`config.mk`:
```
export PLATFORM = sky130hd
export DESIGN_NAME = flash_cmd_ctrl
export DESIGN_NICKNAME = d
export VERILOG_FILES = /design/src/rtl/fcc_pkg.sv /design/src/rtl/fcc_decoder.sv /design/src/rtl/fcc_wsm.sv /design/src/rtl/fcc_array.sv /design/src/rtl/flash_cmd_ctrl.sv
export SDC_FILE = /design/constraint.sdc
export NUM_CORES = 1
export LEC_CHECK = 0
export BUFFER_PORTS_ARGS = -buffer_cell sky130_fd_sc_hd__clkbuf_2
export CORE_ASPECT_RATIO = 1.2
export CORE_MARGIN = 2
export CORE_UTILIZATION = 25
export CTS_BUF_LIST = sky130_fd_sc_hd__clkbuf_8
export DETAILED_ROUTE_END_ITERATION = 8
export PLACE_DENSITY = 0.44
export SYNTH_ARGS = -nofsm -noshare
export SYNTH_HDL_FRONTEND = slang
export SYNTH_SLANG_ARGS = --single-unit
```
`constraint.sdc`:
```
create_clock -name clk -period 2.8 [get_ports clk]
set_input_delay 0.14 -clock clk [delete_from_list [all_inputs] [get_ports clk]]
set_output_delay 0.14 -clock clk [all_outputs]
set_load 0.1 [all_outputs]
```
`src/rtl/fcc_pkg.sv`:
```
// Package: shared types and command codes of the flash command controller.
// Assumes 8-bit command/data bus.
package fcc_pkg;
    localparam int DATA_W = 8;

    localparam logic [7:0] CMD_PROG      = 8'h40;
    localparam logic [7:0] CMD_OTP       = 8'hC0;
    localparam logic [7:0] CMD_ERASE     = 8'h20;
    localparam logic [7:0] CMD_CONFIRM   = 8'hD0;
    localparam logic [7:0] CMD_CLEAR     = 8'h50;
    localparam logic [7:0] CMD_STATUS    = 8'h70;
    localparam logic [7:0] CMD_ARRAY     = 8'hFF;
    localparam logic [7:0] CMD_OTP_READ  = 8'h90;

    typedef enum logic [1:0] {
        OP_PROG  = 2'd0,
        OP_OTP   = 2'd1,
        OP_ERASE = 2'd2
    } op_e;

    typedef enum logic [1:0] {
        MD_ARRAY  = 2'd0,
        MD_STATUS = 2'd1,
        MD_OTP    = 2'd2
    } mode_e;

    typedef enum logic [1:0] {
        PD_NONE  = 2'd0,
        PD_PROG  = 2'd1,
        PD_OTP   = 2'd2,
        PD_ERASE = 2'd3
    } pend_e;
endpackage

```
`src/rtl/fcc_decoder.sv`:
```
// Command decoder: detects the rising edge of the write strobe and turns
// bus writes into mode changes, clear pulses and operation starts.
// Assumes we_n is already synchronous to clk. Writes while busy are dropped.
module fcc_decoder
    import fcc_pkg::*;
#(
    parameter int ADDR_W = 6
) (
    input  logic              clk,
    input  logic              rst_n,
    input  logic              we_n,
    input  logic [ADDR_W-1:0] addr,
    input  logic [DATA_W-1:0] din,
    input  logic              busy_i,
    output mode_e             mode_o,
    output logic              start_o,
    output op_e               op_o,
    output logic              clr_o,
    output logic              seq_err_o
);
    logic  we_q;
    logic  we_rise;
    logic  take;
    pend_e pend_q;
    mode_e mode_q;

    // strobe history for rising-edge detection
    always_ff @(posedge clk) begin
        if (!rst_n) we_q <= 1'b1;
        else        we_q <= we_n;
    end

    assign we_rise = we_n && !we_q;
    assign take    = we_rise && !busy_i;

    // second-cycle decode: starts, sequence errors and clear pulses
    always_comb begin
        start_o   = 1'b0;
        seq_err_o = 1'b0;
        clr_o     = 1'b0;
        op_o      = OP_PROG;
        if (take) begin
            unique case (pend_q)
                PD_PROG:  begin start_o = 1'b1; op_o = OP_PROG; end
                PD_OTP:   begin start_o = 1'b1; op_o = OP_OTP;  end
                PD_ERASE: begin
                    op_o = OP_ERASE;
                    if (din == CMD_CONFIRM) start_o = 1'b1;
                    else                    seq_err_o = 1'b1;
                end
                default:  clr_o = (din == CMD_CLEAR);
            endcase
        end
    end

    // pending-sequence and read-mode tracking
    always_ff @(posedge clk) begin
        if (!rst_n) begin
            pend_q <= PD_NONE;
            mode_q <= MD_ARRAY;
        end else if (take) begin
            if (pend_q != PD_NONE) begin
                pend_q <= PD_NONE;
                mode_q <= MD_STATUS;
            end else begin
                unique case (din)
                    CMD_PROG:     pend_q <= PD_PROG;
                    CMD_OTP:      pend_q <= PD_OTP;
                    CMD_ERASE:    pend_q <= PD_ERASE;
                    CMD_STATUS:   mode_q <= MD_STATUS;
                    CMD_ARRAY:    mode_q <= MD_ARRAY;
                    CMD_OTP_READ: mode_q <= MD_OTP;
                    default:      ;
                endcase
            end
        end
    end

    assign mode_o = mode_q;

    assert_busy_ignores_R12: assert property (@(posedge clk) disable iff (!rst_n)
        busy_i |=> ($stable(mode_q) && $stable(pend_q)));

    assert_start_sets_status_R5: assert property (@(posedge clk) disable iff (!rst_n)
        start_o |=> (mode_q == MD_STATUS));
endmodule

```
`src/rtl/fcc_wsm.sv`:
```
// Write state machine: latches an accepted operation, checks protection
// and voltage at acceptance, counts BUSY_CYCLES, then commits or records
// errors. Holds the sticky status word. Assumes BUSY_CYCLES >= 1.
module fcc_wsm
    import fcc_pkg::*;
#(
    parameter int ADDR_W      = 6,
    parameter int WORD_AW     = 3,
    parameter int BUSY_CYCLES = 4,
    parameter bit TOP_BOOT    = 1'b1
) (
    input  logic              clk,
    input  logic              rst_n,
    input  logic              start_i,
    input  op_e               op_i,
    input  logic [ADDR_W-1:0] addr_i,
    input  logic [DATA_W-1:0] data_i,
    input  logic              clr_i,
    input  logic              seq_err_i,
    input  logic              wp_n,
    input  logic              vpp_ok,
    input  logic              otp_lock,
    output logic              busy_o,
    output logic [7:0]        status_o,
    output logic              main_prog_o,
    output logic              main_erase_o,
    output logic              otp_prog_o,
    output logic [ADDR_W-1:0] w_addr_o,
    output logic [DATA_W-1:0] w_data_o
);
    localparam int BLK_AW     = ADDR_W - WORD_AW;
    localparam int NUM_BLOCKS = 1 << BLK_AW;
    localparam int CNT_W      = $clog2(BUSY_CYCLES + 1);

    logic              busy_q;
    logic [CNT_W-1:0]  cnt_q;
    op_e               op_q;
    logic [ADDR_W-1:0] addr_q;
    logic [DATA_W-1:0] data_q;
    logic              f_vpp_q, f_lock_q;
    logic              e5_q, e4_q, e3_q, e1_q;
    logic [BLK_AW-1:0] blk;
    logic              boot_hit;
    logic              lock_now;
    logic              done;
    logic              clean;

    assign blk = addr_i[ADDR_W-1 -: BLK_AW];

    generate
        if (TOP_BOOT) begin : g_top
            assign boot_hit = (blk >= BLK_AW'(NUM_BLOCKS - 2));
        end else begin : g_bottom
            assign boot_hit = (blk < BLK_AW'(2));
        end
    endgenerate

    assign lock_now = (op_i == OP_OTP) ? otp_lock : (boot_hit && !wp_n);

    // operation capture and busy countdown
    always_ff @(posedge clk) begin
        if (!rst_n) begin
            busy_q   <= 1'b0;
            cnt_q    <= '0;
            op_q     <= OP_PROG;
            addr_q   <= '0;
            data_q   <= '0;
            f_vpp_q  <= 1'b0;
            f_lock_q <= 1'b0;
        end else if (start_i && !busy_q) begin
            busy_q   <= 1'b1;
            cnt_q    <= CNT_W'(BUSY_CYCLES - 1);
            op_q     <= op_i;
            addr_q   <= addr_i;
            data_q   <= data_i;
            f_vpp_q  <= !vpp_ok;
            f_lock_q <= lock_now;
        end else if (busy_q) begin
            if (cnt_q == '0) busy_q <= 1'b0;
            else             cnt_q  <= cnt_q - 1'b1;
        end
    end

    assign done  = busy_q && (cnt_q == '0);
    assign clean = !f_vpp_q && !f_lock_q;

    // sticky error bits: set on failed completion or bad sequence, cleared by command
    always_ff @(posedge clk) begin
        if (!rst_n) begin
            {e5_q, e4_q, e3_q, e1_q} <= '0;
        end else if (clr_i) begin
            {e5_q, e4_q, e3_q, e1_q} <= '0;
        end else if (seq_err_i) begin
            e5_q <= 1'b1;
            e4_q <= 1'b1;
        end else if (done && !clean) begin
            if (f_vpp_q) e3_q <= 1'b1;
            else         e1_q <= 1'b1;
            if (op_q == OP_ERASE) e5_q <= 1'b1;
            else                  e4_q <= 1'b1;
        end
    end

    assign main_prog_o  = done && clean && (op_q == OP_PROG);
    assign otp_prog_o   = done && clean && (op_q == OP_OTP);
    assign main_erase_o = done && clean && (op_q == OP_ERASE);
    assign w_addr_o     = addr_q;
    assign w_data_o     = data_q;
    assign busy_o       = busy_q;
    assign status_o     = {!busy_q, 1'b0, e5_q, e4_q, e3_q, 1'b0, e1_q, 1'b0};

    assert_busy_hold_R4: assert property (@(posedge clk) disable iff (!rst_n)
        (busy_q && cnt_q != '0) |=> busy_q);

    assert_vpp_fault_R6: assert property (@(posedge clk) disable iff (!rst_n)
        (start_i && !busy_q && !vpp_ok) |=> f_vpp_q);

    assert_clear_bits_R11: assert property (@(posedge clk) disable iff (!rst_n)
        clr_i |=> (status_o[5:3] == 3'b000 && !status_o[1]));

    assert_commit_only_clean_R8: assert property (@(posedge clk) disable iff (!rst_n)
        (main_prog_o || main_erase_o || otp_prog_o) |-> (!f_lock_q && !f_vpp_q && busy_q));
endmodule

```
`src/rtl/fcc_array.sv`:
```
// Storage model: main array of 8-word blocks plus a small OTP area.
// Program ANDs new data into a word; erase fills one block with ones.
// Assumes at most one write strobe per cycle.
module fcc_array
    import fcc_pkg::*;
#(
    parameter int ADDR_W  = 6,
    parameter int WORD_AW = 3,
    parameter int OTP_AW  = 2
) (
    input  logic              clk,
    input  logic              rst_n,
    input  logic              prog_i,
    input  logic              erase_i,
    input  logic              otp_prog_i,
    input  logic [ADDR_W-1:0] w_addr_i,
    input  logic [DATA_W-1:0] w_data_i,
    input  logic [ADDR_W-1:0] r_addr_i,
    output logic [DATA_W-1:0] main_q_o,
    output logic [DATA_W-1:0] otp_q_o
);
    localparam int MAIN_WORDS = 1 << ADDR_W;
    localparam int OTP_WORDS  = 1 << OTP_AW;

    logic [DATA_W-1:0] mem_q [MAIN_WORDS];
    logic [DATA_W-1:0] otp_q [OTP_WORDS];
    logic [DATA_W-1:0] old_word;

    assign old_word = mem_q[w_addr_i];

    // main array update: erased state, AND-program, block erase
    always_ff @(posedge clk) begin
        if (!rst_n) begin
            for (int i = 0; i < MAIN_WORDS; i++) mem_q[i] <= '1;
        end else if (prog_i) begin
            mem_q[w_addr_i] <= old_word & w_data_i;
        end else if (erase_i) begin
            for (int i = 0; i < MAIN_WORDS; i++)
                if ((ADDR_W'(i) >> WORD_AW) == (w_addr_i >> WORD_AW)) mem_q[i] <= '1;
        end
    end

    // OTP area update: erased state at reset, AND-program only
    always_ff @(posedge clk) begin
        if (!rst_n) begin
            for (int i = 0; i < OTP_WORDS; i++) otp_q[i] <= '1;
        end else if (otp_prog_i) begin
            otp_q[w_addr_i[OTP_AW-1:0]] <= otp_q[w_addr_i[OTP_AW-1:0]] & w_data_i;
        end
    end

    assign main_q_o = mem_q[r_addr_i];
    assign otp_q_o  = otp_q[r_addr_i[OTP_AW-1:0]];

    assert_prog_clears_only_R2: assert property (@(posedge clk) disable iff (!rst_n)
        prog_i |=> ((mem_q[$past(w_addr_i)] | $past(old_word)) == $past(old_word)));
endmodule

```
`src/rtl/flash_cmd_ctrl.sv`:
```
// Top: flash command interface controller. Connects decoder, write state
// machine and storage, and selects read data by the current read mode.
// Assumes synchronous we_n and an 8-bit data bus.
module flash_cmd_ctrl
    import fcc_pkg::*;
#(
    parameter int ADDR_W      = 6,
    parameter int WORD_AW     = 3,
    parameter int OTP_AW      = 2,
    parameter int BUSY_CYCLES = 4,
    parameter bit TOP_BOOT    = 1'b1
) (
    input  logic              clk,
    input  logic              rst_n,
    input  logic              we_n,
    input  logic [ADDR_W-1:0] addr,
    input  logic [7:0]        din,
    input  logic              wp_n,
    input  logic              vpp_ok,
    input  logic              otp_lock,
    output logic [7:0]        dout,
    output logic              ry_by
);
    mode_e             mode;
    logic              start, clr, seq_err, busy;
    op_e               op;
    logic [7:0]        status;
    logic              main_prog, main_erase, otp_prog;
    logic [ADDR_W-1:0] w_addr;
    logic [7:0]        w_data;
    logic [7:0]        main_q, otp_q;

    fcc_decoder #(.ADDR_W(ADDR_W)) u_dec (
        .clk(clk), .rst_n(rst_n), .we_n(we_n), .addr(addr), .din(din),
        .busy_i(busy), .mode_o(mode), .start_o(start), .op_o(op),
        .clr_o(clr), .seq_err_o(seq_err)
    );

    fcc_wsm #(.ADDR_W(ADDR_W), .WORD_AW(WORD_AW), .BUSY_CYCLES(BUSY_CYCLES),
              .TOP_BOOT(TOP_BOOT)) u_wsm (
        .clk(clk), .rst_n(rst_n), .start_i(start), .op_i(op), .addr_i(addr),
        .data_i(din), .clr_i(clr), .seq_err_i(seq_err), .wp_n(wp_n),
        .vpp_ok(vpp_ok), .otp_lock(otp_lock), .busy_o(busy), .status_o(status),
        .main_prog_o(main_prog), .main_erase_o(main_erase), .otp_prog_o(otp_prog),
        .w_addr_o(w_addr), .w_data_o(w_data)
    );

    fcc_array #(.ADDR_W(ADDR_W), .WORD_AW(WORD_AW), .OTP_AW(OTP_AW)) u_arr (
        .clk(clk), .rst_n(rst_n), .prog_i(main_prog), .erase_i(main_erase),
        .otp_prog_i(otp_prog), .w_addr_i(w_addr), .w_data_i(w_data),
        .r_addr_i(addr), .main_q_o(main_q), .otp_q_o(otp_q)
    );

    // read-data selection by mode
    always_comb begin
        unique case (mode)
            MD_STATUS: dout = status;
            MD_OTP:    dout = otp_q;
            default:   dout = main_q;
        endcase
    end

    assign ry_by = !busy;

    assert_ready_matches_status_R4: assert property (@(posedge clk) disable iff (!rst_n)
        ry_by == status[7]);
endmodule

```
# == After elaboration in Yosys (flattened, before gate mapping) ==
# Memories as Yosys holds them, arrays and structs flattened. A register that Yosys moved wholly into a read port is not among the register bits.
# Index checks and enable logic that the tools add are counted.
# W data, S select, Z words.
# classes
add_sub_neg,1
magnitude_cmp,1
n_eq_ne,25
muxes,149
n_bitwise,70
reduce_logical,41
# ops
op,n
$mux W8,66
$mux W1,66
$or A1 B1 Y1,64
$eq A8 B8 Y1 const B,4
$eq A8 B7 Y1 const B,3
$mux W2,9
$mux W6,3
$and A8 B8 Y8,2
$pmux W8 S2,1
$reduce_or A8 Y1,2
$eq A3 B3 Y1 const A,4
$pmux W2 S3,2
$reduce_and A2 Y1,6
$logic_and A1 B1 Y1,11
$eq A2 B1 Y1 const B,4
$eq A2 B2 Y1 const B,4
$eq A8 B6 Y1 const B,1
$reduce_bool A2 Y1,4
$reduce_bool A4 Y1,2
$logic_not A1 Y1,7
$eq A2 B3 Y1 const A,2
$logic_not A6 Y1,1
$reduce_and A3 Y1,2
$reduce_or A2 Y1,3
11 further kinds,14
# word_totals
register_bits,31
mem_bits_rw,544
inputBits,20
output_inout_bits,9
wordCells,304
n_memories,2
# mem_list
name,depth,word_bits,read_ports,rd_ports_with_merged_regs,write_ports,line_no,text
u_arr.mem_q,64,8,2,1,64,fcc_array.sv:25,logic [DATA_W-1:0] mem_q [MAIN_WORDS];
u_arr.otp_q,4,8,2,1,4,fcc_array.sv:26,logic [DATA_W-1:0] otp_q [OTP_WORDS];

# == Depth between registers and ports, before layout ==
# depth
ltp_word,10
mapped_depth,12
ltp_nobuf,8

# == Cells and area by module ==
# From an unflattened synthesis, not the netlist that was laid out.
# unflattened
hier_cells,2386
hier_area_um2,30126.4
# by_module_without_submodules
module,n_inst,cells_per_inst,area_per_inst_um2,seq_area_each_um2
fcc_array,1,2197,28392.2,16335.7
fcc_wsm,1,98,1051.0,520.5
fcc_decoder,1,59,486.7,100.1
flash_cmd_ctrl,1,32,196.4,0.0

# == Worst setup path after synthesis ==
# OpenSTA, ideal clock, no wires.
# synth_path
path_type,in2out
startpoint,input addr[0]
endpoint,output dout[3]
arrival_time_ns,3.786
required_ns,2.660
slack_ns,-1.126
stages,9
path_buffers,5
cell_sequence,buf_2 buf_4 buf_4 buf_2 buf_2 o32ai_1 a311oi_1 o21ai_0 o21ai_0
# synth_between
elab_chain_cells,2
elab_cells_between_ends,3
classes_between,mux (1); memory (2)
# synth_lines
item,line_no,text
start: declaration,flash_cmd_ctrl.sv:16,"input logic [ADDR_W-1:0] addr,"
$mem_v2 Z64 W8 or $mem_v2 Z4 W8 (tied branches),-,
$pmux W8 S2 *,flash_cmd_ctrl.sv:56,unique case (mode)
end: declaration,flash_cmd_ctrl.sv:21,"output logic [7:0] dout,"
# Mark *: on every way between the ends. The rest lies on a longest branch, timed or not.

==> results.py <==
metrics = {
    "synthesis": {
        "dominant_cells_by_area_after_synthesis": "sky130_fd_sc_hd__edfxtp_1 54%, sky130_fd_sc_hd__mux4_2 18%, sky130_fd_sc_hd__nand2_1 7.2%",
        "post_synth.cell_area_avg_um2": 13.62,
        "synth_fp_nets": 2255,
        "ys_async_sr_fraction": 0,
        "netlist_instances": 2227,
        "share_of_the_yosys_chip_area_belonging_to_registers": 0.5628,
        "synth-edff-count": 544,
        "yosysTopAreaCell": "sky130_fd_sc_hd__edfxtp_1",
        "yosysTopAreaCellShare": 0.5384,
        "dominantRegCellSynth": "sky130_fd_sc_hd__edfxtp_1",
        "post_synth_num_cell_types": 61,
        "yosysWarningCount": 0,
        "yosys_register_bits": 581,
        "synthesis.area_um2": 30340,
    },
    "global_routing": {
        "via_count_of_the_first_global_routing_pass": 23140,
        "grt_pass1_wl_um": 176000,
        "grt_start_max_net_pins": 29,
        "global_route.overflow_total": 0,
        "grt_antenna_before_repair": 2,
        "grt_use_total": 0.2012,
    },
    "die": {
        "standard_cell_row_count": 140,
        "number_of_placed_i_o_pins": 29,
        "die_area_um2": 124200,
        "initial_utilization": 0.2510,
        "floorplan.core_area_um2": 120900,
        "chipHeight_um": 385.6,
        "chipWidth_um": 322.0,
    },
    "route": {
        "finalWirelength_um": 127200,
        "first_pass_iters": 5,
        "drt_iter0_drc": 2314,
        "wl_per_cell_um": 29.58,
        "antenna_left": 0,
        "route.vias.total": 22541,
        "detail_route.drc_violations": 0,
        "detail_route.vias_per_cell": 5.241,
    },
    "sta": {
        "post-route-min-period_ns": 3.347,
        "worst_pin_slew_ns": 0.8604,
        "max_transition_viols_final": 0,
        "hold_violations": 0,
        "finalSetupViolations": 515,
        "holdWs_ns": 0.1934,
        "worst_slack_ns": -0.5467,
        "relSlewSlack": 0.4264,
        "max_clock_freq_mhz": 298.8,
        "unrepaired_setup_endpoints_after_global_routing": "true",
        "finalClockSkew_ns": 0.03889,
        "min_period_over_period": 1.195,
    },
    "worst_setup_path": {
        "critical_path_peak_fanout": 2,
        "end_kind": "output pin",
        "timing.critical_path.required_ns": 2.66,
        "timing.critical_path.from_type": "flip-flop",
        "worst-endpoint-arrival_ns": 3.21,
        "crit_type": "reg2out",
    },
    "layout": {
        "final_layout_size_suffix_gt1_frac": 0.5416,
        "layout.filler_cells": 11688,
        "post-route-cell-area_um2": 42090,
        "synthToLayoutAreaGrowth_pct": 38.73,
        "fin_nets": 2693,
    },
    "power": {
        "power.density_cell_area_nw_per_um2": 426.3,
        "vdd_drop_max_mv": 0.2946,
        "p_leak_uw": 0.01137,
        "report.power.total_uw": 17940,
    },
    "clock_tree": {
        "ctsRootBufferMaster": "sky130_fd_sc_hd__clkbuf_8",
        "insertion_delay_ns": 0.79,
        "tritoncts_num_sinks": 581,
        "number_of_cts_inserted_buffers": 96,
        "cts_tree": "done",
        "ctsLongestPathBuffers": 3,
        "clkTransAtPathRegs_ns": 0.07,
        "htree_levels": 3,
    },
    "outcome": {
        "violations_in_the_final_reports": "setup timing",
        "run_status": "finished with violations",
    },
    "job": {
        "timing.max_cap.violations": 0,
    },
    "placed_design": {
        "port_buffers": 28,
        "routability_congestion_estimate_from_global_placement": 0.9088,
        "dp_hpwl_um": 79410,
        "post_place_instance_area_um2": 34700,
    },
    "worst_hold_path": {
        "hold_class": "in2reg",
    },
}
## layer usage
layer  wire (µm)  track usage
met2       63290       0.3430
met4        7614       0.1127
met3        8172      0.03496
met5           8            0
met1       48140       0.2404
## cells in the mapped netlist, types with 7 or more instances
| cell type | instances |
|---|---|
| sky130_fd_sc_hd__a31oi_1 | 11 |
| sky130_fd_sc_hd__mux2_2 | 29 |
| sky130_fd_sc_hd__edfxtp_1 | 544 |
| sky130_fd_sc_hd__mux4_2 | 244 |
| sky130_fd_sc_hd__mux2i_1 | 104 |
| sky130_fd_sc_hd__a221oi_1 | 7 |
| sky130_fd_sc_hd__nand3_1 | 13 |
| sky130_fd_sc_hd__a21oi_1 | 33 |
| sky130_fd_sc_hd__inv_1 | 11 |
| sky130_fd_sc_hd__o22ai_1 | 12 |
| sky130_fd_sc_hd__o21ai_0 | 80 |
| sky130_fd_sc_hd__a211oi_1 | 20 |
| sky130_fd_sc_hd__ha_1 | 8 |
| sky130_fd_sc_hd__nand2b_1 | 13 |
| sky130_fd_sc_hd__o22a_1 | 11 |
| sky130_fd_sc_hd__dfxtp_1 | 37 |
| sky130_fd_sc_hd__nand2_1 | 583 |
| sky130_fd_sc_hd__buf_6 | 23 |
| sky130_fd_sc_hd__buf_2 | 56 |
| sky130_fd_sc_hd__buf_4 | 19 |
| sky130_fd_sc_hd__a22oi_1 | 31 |
| sky130_fd_sc_hd__nand4_1 | 9 |
| sky130_fd_sc_hd__nor3_1 | 8 |
| sky130_fd_sc_hd__nor2_1 | 114 |
| sky130_fd_sc_hd__buf_1 | 9 |
| sky130_fd_sc_hd__nor2b_1 | 36 |
| sky130_fd_sc_hd__clkbuf_1 | 73 |
## through the flow
stage                     setup TNS (ns)  std cells  utilization  setup WS (ns)
after detailed placement          -45.74       3974       0.2871        -0.3234
after CTS                         -43.39       4289       0.3334        -0.5907
final                             -51.20       4301       0.3483        -0.5467
after global placement            -31.69       3974       0.2871        -0.2991
after floorplan                   -2.777       2227            -       -0.03736
after global routing              -58.36       4301       0.3483        -0.5503
## repair_timing
item	CTS	global route
hold buffers	17	0
pin swaps	221	226
gates cloned	46	11
resized for setup	449	568
setup endpoints to repair	512	1009
setup buffers	88	37
endpoints found under the hold margin	53	0
## flip-flops by register name (all words and copies together), names as in the netlist, 2 cells and up, named ones only
register        flops
u_wsm.w_data_o      8
u_wsm.w_addr_o      6
u_arr.mem_q       512
u_dec.pend_q        2
u_wsm.cnt_q         3
u_wsm.op_q          2
u_dec.mode_o        2
u_arr.otp_q        32
## layout by cell type, fill, tap and decap left out, types with 22 or more instances in the layout
cell | netlist | final
sky130_fd_sc_hd__a21oi_1 | 33 | 22
sky130_fd_sc_hd__mux2i_1 | 104 | 102
sky130_fd_sc_hd__clkinv_1 | 1 | 22
sky130_fd_sc_hd__buf_4 | 19 | 289
sky130_fd_sc_hd__buf_12 | 2 | 91
sky130_fd_sc_hd__a22oi_1 | 31 | 26
sky130_fd_sc_hd__nand2_1 | 583 | 127
sky130_fd_sc_hd__buf_16 | 0 | 34
sky130_fd_sc_hd__nor2b_1 | 36 | 23
sky130_fd_sc_hd__nand2_2 | 0 | 307
sky130_fd_sc_hd__inv_1 | 11 | 36
sky130_fd_sc_hd__edfxtp_1 | 544 | 544
sky130_fd_sc_hd__o21ai_0 | 80 | 53
sky130_fd_sc_hd__dfxtp_1 | 37 | 34
sky130_fd_sc_hd__nand2_4 | 0 | 149
sky130_fd_sc_hd__buf_6 | 23 | 50
sky130_fd_sc_hd__nor2_1 | 114 | 113
sky130_fd_sc_hd__clkbuf_8 | 0 | 103
sky130_fd_sc_hd__mux4_2 | 244 | 246
## cells by family after synthesis
kind of cell	count (synthesis)	synth area share
fa+ha+maj	8	0.003299
mux	382	0.2305
xor+xnor	1	0.0002887
simple gates	807	0.1107
compound gates	253	0.05645
flops	581	0.5628
buf+inv	195	0.03592
## power breakdown
part           leakage (µW)  internal [µW]  total (µW)  switching [µW]
sequential          0.00402           9460        9460            6.80
combinational       0.00632            361        1050             684
clock               0.00103           3720        7430            3710
total                0.0114          13500       17900            4400
## worst max-delay path: stages (launching register included)
cell and delay, ns:
sky130_fd_sc_hd__edfxtp_1 0.43, sky130_fd_sc_hd__mux4_2 0.52, sky130_fd_sc_hd__mux4_2 0.54, sky130_fd_sc_hd__nand4_1 0.12, sky130_fd_sc_hd__o21ai_1 0.08, sky130_fd_sc_hd__nor2_2 0.28
sky130_fd_sc_hd__buf_6 0.16, sky130_fd_sc_hd__o21ai_4 0.07, sky130_fd_sc_hd__buf_12 0.21
## final timing paths
path	start	endpoint	slack, ns	depth (start not counted)
max	u_arr.mem_q[48][3]	dout[3]	-0.55	8
min	din[1]	u_wsm.w_data_o[1]	0.19	4
max reg2reg	flip-flop	u_arr.mem_q[19][7]	-0.20	12
min reg2reg	u_wsm.e1_q	u_wsm.e1_q	0.48	2
## cell type report
| cell class | count | area [µm²] | area share |
|---|---|---|---|
| clock inverter | 69 | 394.1 | 0.009363 |
| antenna | 1 | 2.502 | 0.00005945 |
| sequential | 581 | 17090 | 0.4059 |
| tap | 1562 | 1954 | 0.04643 |
| inverter | 12 | 45.04 | 0.001070 |
| timing repair buffer | 523 | 6237 | 0.1482 |
| multi-input combinational | 1451 | 14970 | 0.3556 |
| clock buffer | 102 | 1404 | 0.03335 |
Power figures use the tool's default switching activity.
